**config.mk**
```make
export PLATFORM = sky130hd
export DESIGN_NAME = burst_addr_gen
export DESIGN_NICKNAME = d
export VERILOG_FILES = /design/src/rtl/burst_pkg.sv /design/src/rtl/burst_ctrl.sv /design/src/rtl/burst_seed_reg.sv /design/src/rtl/burst_beat_ctr.sv /design/src/rtl/burst_order_map.sv /design/src/rtl/burst_addr_gen.sv
export SDC_FILE = /design/constraint.sdc
export NUM_CORES = 1
export LEC_CHECK = 0
export ABC_AREA = 1
export BUFFER_PORTS_ARGS = -buffer_cell sky130_fd_sc_hd__buf_2
export CORE_AREA = 4 4 41 43
export DETAILED_ROUTE_END_ITERATION = 10
export DIE_AREA = 0 0 45 47
export PLACE_DENSITY = 0.58
export SETUP_SLACK_MARGIN = 0.02
export SKIP_CTS_REPAIR_TIMING = 1
export SLEW_MARGIN = 10
export SYNTH_ARGS = -nofsm -noshare
export SYNTH_HDL_FRONTEND = slang
export SYNTH_HIERARCHICAL = 1
export SYNTH_SLANG_ARGS = --single-unit
```
**constraint.sdc**
```tcl
create_clock -name clk -period 1.4 [get_ports clk]
set_clock_uncertainty 0.15 [all_clocks]
set_input_delay 0.28 -clock clk [delete_from_list [all_inputs] [get_ports clk]]
set_output_delay 0.28 -clock clk [all_outputs]
set_load 0.03 [all_outputs]
```
**src/rtl/burst_pkg.sv**
```systemverilog
package burst_pkg;

  // Command decoded each cycle from the strobes; freeze outranks load,
  // load outranks step.
  typedef enum logic [1:0] {
    CMD_IDLE   = 2'd0,
    CMD_LOAD   = 2'd1,
    CMD_STEP   = 2'd2,
    CMD_FREEZE = 2'd3
  } burst_cmd_e;

  typedef enum logic {
    ORDER_LINEAR      = 1'b0,
    ORDER_INTERLEAVED = 1'b1
  } burst_order_e;

endpackage

```
**src/rtl/burst_ctrl.sv**
```systemverilog
module burst_ctrl
  import burst_pkg::*;
(
  input  logic       clk,
  input  logic       rst_n,
  input  logic       freeze,
  input  logic       load,
  input  logic       step,
  output burst_cmd_e cmd,
  output logic       active
);

  logic active_q, active_d;

  always_comb begin
    if (freeze)                cmd = CMD_FREEZE;
    else if (load)             cmd = CMD_LOAD;
    else if (step && active_q) cmd = CMD_STEP;
    else                       cmd = CMD_IDLE;
  end

  always_comb begin
    active_d = active_q;
    if (cmd == CMD_LOAD) active_d = 1'b1;
  end

  always_ff @(posedge clk or negedge rst_n) begin
    if (!rst_n) active_q <= 1'b0;
    else        active_q <= active_d;
  end

  assign active = active_q;

  // Once a burst has been loaded it stays active until reset (R9 gating).
  p_active_sticky_r9: assert property (@(posedge clk) disable iff (!rst_n)
    active_q |=> active_q);

  // Freeze holds the active flag too.
  p_active_freeze_r7: assert property (@(posedge clk) disable iff (!rst_n)
    freeze |=> $stable(active_q));

endmodule

```
**src/rtl/burst_seed_reg.sv**
```systemverilog
module burst_seed_reg
  import burst_pkg::*;
#(
  parameter int BEAT_W = 2
) (
  input  logic              clk,
  input  logic              rst_n,
  input  burst_cmd_e        cmd,
  input  logic [BEAT_W-1:0] start_in,
  output logic [BEAT_W-1:0] seed
);

  logic [BEAT_W-1:0] seed_q, seed_d;

  always_comb begin
    seed_d = seed_q;
    if (cmd == CMD_LOAD) seed_d = start_in;
  end

  always_ff @(posedge clk or negedge rst_n) begin
    if (!rst_n) seed_q <= '0;
    else        seed_q <= seed_d;
  end

  assign seed = seed_q;

  p_seed_capture_r2: assert property (@(posedge clk) disable iff (!rst_n)
    (cmd == CMD_LOAD) |=> (seed_q == $past(start_in)));

  p_seed_keep_r7: assert property (@(posedge clk) disable iff (!rst_n)
    (cmd != CMD_LOAD) |=> $stable(seed_q));

endmodule

```
**src/rtl/burst_beat_ctr.sv**
```systemverilog
module burst_beat_ctr
  import burst_pkg::*;
#(
  parameter int BEAT_W = 2
) (
  input  logic              clk,
  input  logic              rst_n,
  input  burst_cmd_e        cmd,
  output logic [BEAT_W-1:0] beat
);

  logic [BEAT_W-1:0] beat_q, beat_d;

  always_comb begin
    unique case (cmd)
      CMD_LOAD: beat_d = '0;
      CMD_STEP: beat_d = beat_q + BEAT_W'(1);
      default:  beat_d = beat_q;
    endcase
  end

  always_ff @(posedge clk or negedge rst_n) begin
    if (!rst_n) beat_q <= '0;
    else        beat_q <= beat_d;
  end

  assign beat = beat_q;

  p_beat_clear_r2: assert property (@(posedge clk) disable iff (!rst_n)
    (cmd == CMD_LOAD) |=> (beat_q == '0));

  p_beat_step_r3: assert property (@(posedge clk) disable iff (!rst_n)
    (cmd == CMD_STEP) |=> (beat_q == BEAT_W'($past(beat_q) + 1)));

  p_beat_freeze_r7: assert property (@(posedge clk) disable iff (!rst_n)
    (cmd == CMD_FREEZE) |=> $stable(beat_q));

  p_beat_idle_r9: assert property (@(posedge clk) disable iff (!rst_n)
    (cmd == CMD_IDLE) |=> $stable(beat_q));

endmodule

```
**src/rtl/burst_order_map.sv**
```systemverilog
module burst_order_map
  import burst_pkg::*;
#(
  parameter int BEAT_W = 2
) (
  input  burst_order_e      order,
  input  logic [BEAT_W-1:0] seed,
  input  logic [BEAT_W-1:0] beat,
  output logic [BEAT_W-1:0] addr
);

  logic [BEAT_W-1:0] lin_addr;
  logic [BEAT_W-1:0] il_addr;

  // Linear: modular add, carry out of the top bit dropped.
  assign lin_addr = seed + beat;

  // Interleaved: per-bit toggle of the seed by the beat count.
  for (genvar b = 0; b < BEAT_W; b++) begin : g_il_bit
    assign il_addr[b] = seed[b] ^ beat[b];
  end

  always_comb begin
    if (order == ORDER_INTERLEAVED) addr = il_addr;
    else                            addr = lin_addr;
  end

endmodule

```
**src/rtl/burst_addr_gen.sv**
```systemverilog
module burst_addr_gen
  import burst_pkg::*;
#(
  parameter int BEAT_W = 2
) (
  input  logic              clk,
  input  logic              rst_n,
  input  logic              order_sel,
  input  logic              freeze,
  input  logic              load,
  input  logic              step,
  input  logic [BEAT_W-1:0] load_addr,
  output logic [BEAT_W-1:0] burst_addr,
  output logic [BEAT_W-1:0] beat_idx
);

  localparam logic [BEAT_W-1:0] LAST_BEAT = {BEAT_W{1'b1}};

  logic [1:0]        rst_sync_q;
  logic              rst_int_n;
  burst_cmd_e        cmd;
  logic              active;
  logic [BEAT_W-1:0] seed;
  logic [BEAT_W-1:0] beat;
  burst_order_e      order;

  // Asynchronous assert, two-flop synchronous release.
  always_ff @(posedge clk or negedge rst_n) begin
    if (!rst_n) rst_sync_q <= 2'b00;
    else        rst_sync_q <= {rst_sync_q[0], 1'b1};
  end
  assign rst_int_n = rst_sync_q[1];

  assign order = burst_order_e'(order_sel);

  burst_ctrl u_ctrl (
    .clk    (clk),
    .rst_n  (rst_int_n),
    .freeze (freeze),
    .load   (load),
    .step   (step),
    .cmd    (cmd),
    .active (active)
  );

  burst_seed_reg #(.BEAT_W(BEAT_W)) u_seed (
    .clk      (clk),
    .rst_n    (rst_int_n),
    .cmd      (cmd),
    .start_in (load_addr),
    .seed     (seed)
  );

  burst_beat_ctr #(.BEAT_W(BEAT_W)) u_beat (
    .clk   (clk),
    .rst_n (rst_int_n),
    .cmd   (cmd),
    .beat  (beat)
  );

  burst_order_map #(.BEAT_W(BEAT_W)) u_map (
    .order (order),
    .seed  (seed),
    .beat  (beat),
    .addr  (burst_addr)
  );

  assign beat_idx = beat;

  p_mode_static_r10: assert property (@(posedge clk) disable iff (!rst_int_n)
    1'b1 |=> $stable(order_sel));

  p_first_beat_r4: assert property (@(posedge clk) disable iff (!rst_int_n)
    (beat_idx == '0) |-> (burst_addr == seed));

  p_wrap_r6: assert property (@(posedge clk) disable iff (!rst_int_n)
    (cmd == CMD_STEP && beat_idx == LAST_BEAT) |=> (burst_addr == seed && beat_idx == '0));

  p_no_step_idle_r9: assert property (@(posedge clk) disable iff (!rst_int_n)
    (!active && !load) |=> (beat_idx == '0 && burst_addr == '0));

  p_load_wins_r8: assert property (@(posedge clk) disable iff (!rst_int_n)
    (!freeze && load && step) |=> (beat_idx == '0 && burst_addr == $past(load_addr)));

endmodule

```
==> qor.yml <==
dpl_worst_slack_ps: -1.36
power.density_nw_per_um2: 1140
portBuffers: 11
avgRoutedWirePerCell_um: 7.71
setup-violations-final: 3
min_period_ps: 1630
min_delay_path_depth: 2
maximum_frequency_from_static_timing_analysis_mhz: 614
timing.final.hold_violations: 0
timing.critical_path.required_ps: 970
finish.net_count: 80
fin_tns_setup_ps: -377
worstSetupEndpoint: "burst_addr[1]"
grt.overflow.total: 0
cp_max_fo: 2
crit_start: "u_seed/seed[0]"
ff2ff_setup_slack_ps: 70
finalWirelength_um: 648
drt_first_pass_iters: 2
synth_largest_type_area_fraction_pct: 47.6
critical_path.slowest_cell: "dfrtp_1"
final-seq-area_um2: 176
largest_net_degree_at_the_start_of_global_routing: 7
setup.worst_path.end_class: "primary output"
io-pin-count: 12
drive_gt1_share_pct: 34.8
clk_pin_slew_ps: 50
grt_setup_unrepaired: "yes"
cp_common_cell: "inv_2"
synthToLayoutAreaGrowth_pct: 49.3
final_min_period_over_clock_period_pct: 116
multi_input_combinational_cell_area_um2: 163
grt_first_pass_wirelength_um: 979
drt_iter0_markers: 2
seq_area_frac_synth_pct: 47.6
status: "complete, but fails checks"
clkSinkCount: 7
max-clock-path-buffers: 2
synth.largest_area_cell: "dfrtp_1"
clkLatencyLatePin_ps: 250
setup.worst_path.start_class: "register"
vias: 352
post_syn_nets: 59
worst_hold_path_type: "in2reg"
detail_route.drc_violations: 0
failed_checks: "setup timing"
start_util_pct: 28.3
worst_r2r_path_depth: 7
netlist_instances: 49
critical-path-max-stage-delay_ps: 380
vdd.ir_drop.worst_uv: 749
clockRootBuffer: "clkbuf_4"
first_global_vias: 269
finalWeightedCongestion: 0.672
die_height_um: 47
clock_buffer_count_from_cts: 3
cts_tree: "yes"
placementRows: 13
number_of_unique_standard_cell_types_used_by_synthesis: 12
path_cells: "ha_4 > inv_2 > nor2_2 > nand3_1 > nand2_1 > inv_2 > buf_6"
synth.avg_cell_area_um2: 7.51
grt_antenna_before_repair: 0
htree_levels: 1
report.final.slew_viol_count: 0
die_x_um: 45
criticalPathCategory: "reg2out"
antenna_violation_net_count_after_detailed_routing: 0
viasPerCell: 4.19
dieArea_um2: 2120
layout.filler_cells: 146
insertedDiodeCount: 0
rr_startpoint: "u_ctrl/active"
max-cap-violations: 0
core-area_um2: 1300
groute.usage.overall_pct: 6.71
r2r-end: "u_beat/beat[1]"
yosys_warnings: 6
power.leakage_nw: 0.303
yosys_register_bits: 7
final.setup.worst_slack_ps: -228
area_contributors_post_synth: "dfrtp_1 48%, nand2_1 14%, inv_1 11%"
hold_ws_ps: 75.6
critPathArrivalTime_ps: 1200
detailed_place_hpwl_um: 532
post_synthesis_instance_area_um2: 368
## worst max-delay path: cells and delay by family, from the launching register on
family,cells,cell delay [ps]
adder cells (fa/ha/maj),1,150
buffers and inverters,3,190
flip-flops,1,380
AND/OR/NAND/NOR,3,240
## worst min path at each step
stage	from	to	slack [ps]
2_1_floorplan	rst_n	rst_sync_q[0]	-170
3_5_place_dp	rst_n	rst_sync_q[1]	-80
5_1_grt	freeze	u_ctrl/active	90
6_report	freeze	u_ctrl/active	80
4_1_cts	rst_n	rst_sync_q[1]	-350
3_3_place_gp	rst_n	rst_sync_q[0]	-80
## metal layers
layer / GRT usage, % / vias up / wire (um)
li1: - / 187 / -
met1: 7.98 / 151 / 278
met2: 9.60 / 14 / 278
met3: 6.13 / 0 / 91
met4: 0 / 0 / 0
met5: 0 / - / 0
## through the flow
stage               std cells  util [%]  instance area, um^2  total power, mW
detailed placement         77      36.2                  470            0.411
CTS                        81      38.2                  497            0.597
floorplan                  49         -                  382            0.370
global placement           77      36.2                  470            0.406
global route               84      42.2                  549            0.674
finish                     84      42.2                  549            0.626
## layout by cell type (no fill, tap or decap), drive strengths merged, types with 2 or more instances in the layout
master        n
inv          12
dfrtp         7
dlygate4sd3   2
nand3         7
nor2          2
clkbuf        4
ha            2
nand2        15
buf          14
## flip-flops by register name, summed over array words and instances (netlist names)
signal and cells:
u_ctrl/active 1, rst_sync_q 2, u_seed/seed 2, u_beat/beat 2
## area by class of cell
| type | count | area share (%) |
|---|---|---|
| timing repair buffer | 16 | 21.9 |
| sequential | 7 | 32.1 |
| inverter | 12 | 8.20 |
| tap | 15 | 3.42 |
| multi-input combinational | 30 | 29.6 |
| clock buffer | 4 | 4.78 |
## where the power goes
group | leakage, nW | switching, mW | internal [mW] | total [mW]
Clock | 0.0150 | 0.0719 | 0.109 | 0.181
Combinational | 0.206 | 0.112 | 0.0929 | 0.205
Sequential | 0.0822 | 0.0184 | 0.222 | 0.241
## cells by family (layout without fill, tap and decap cells)
group	count (synthesis)	count (layout)	share of synthesized area, %
buf+inv	12	32	12.2
simple gates	24	24	27.6
flops	7	7	47.6
compound gates	3	3	4.76
other cells	1	1	1.02
fa+ha+maj	2	2	6.80
## cell usage after synthesis
cell / number
nand2_2: 1
dfrtp_1: 7
inv_2: 1
conb_1: 1
a21oi_1: 1
nand3_1: 7
ha_1: 2
nand2_1: 14
inv_1: 11
o21bai_1: 1
nor2_1: 2
o21ai_1: 1
Power figures use the tool's default switching activity.
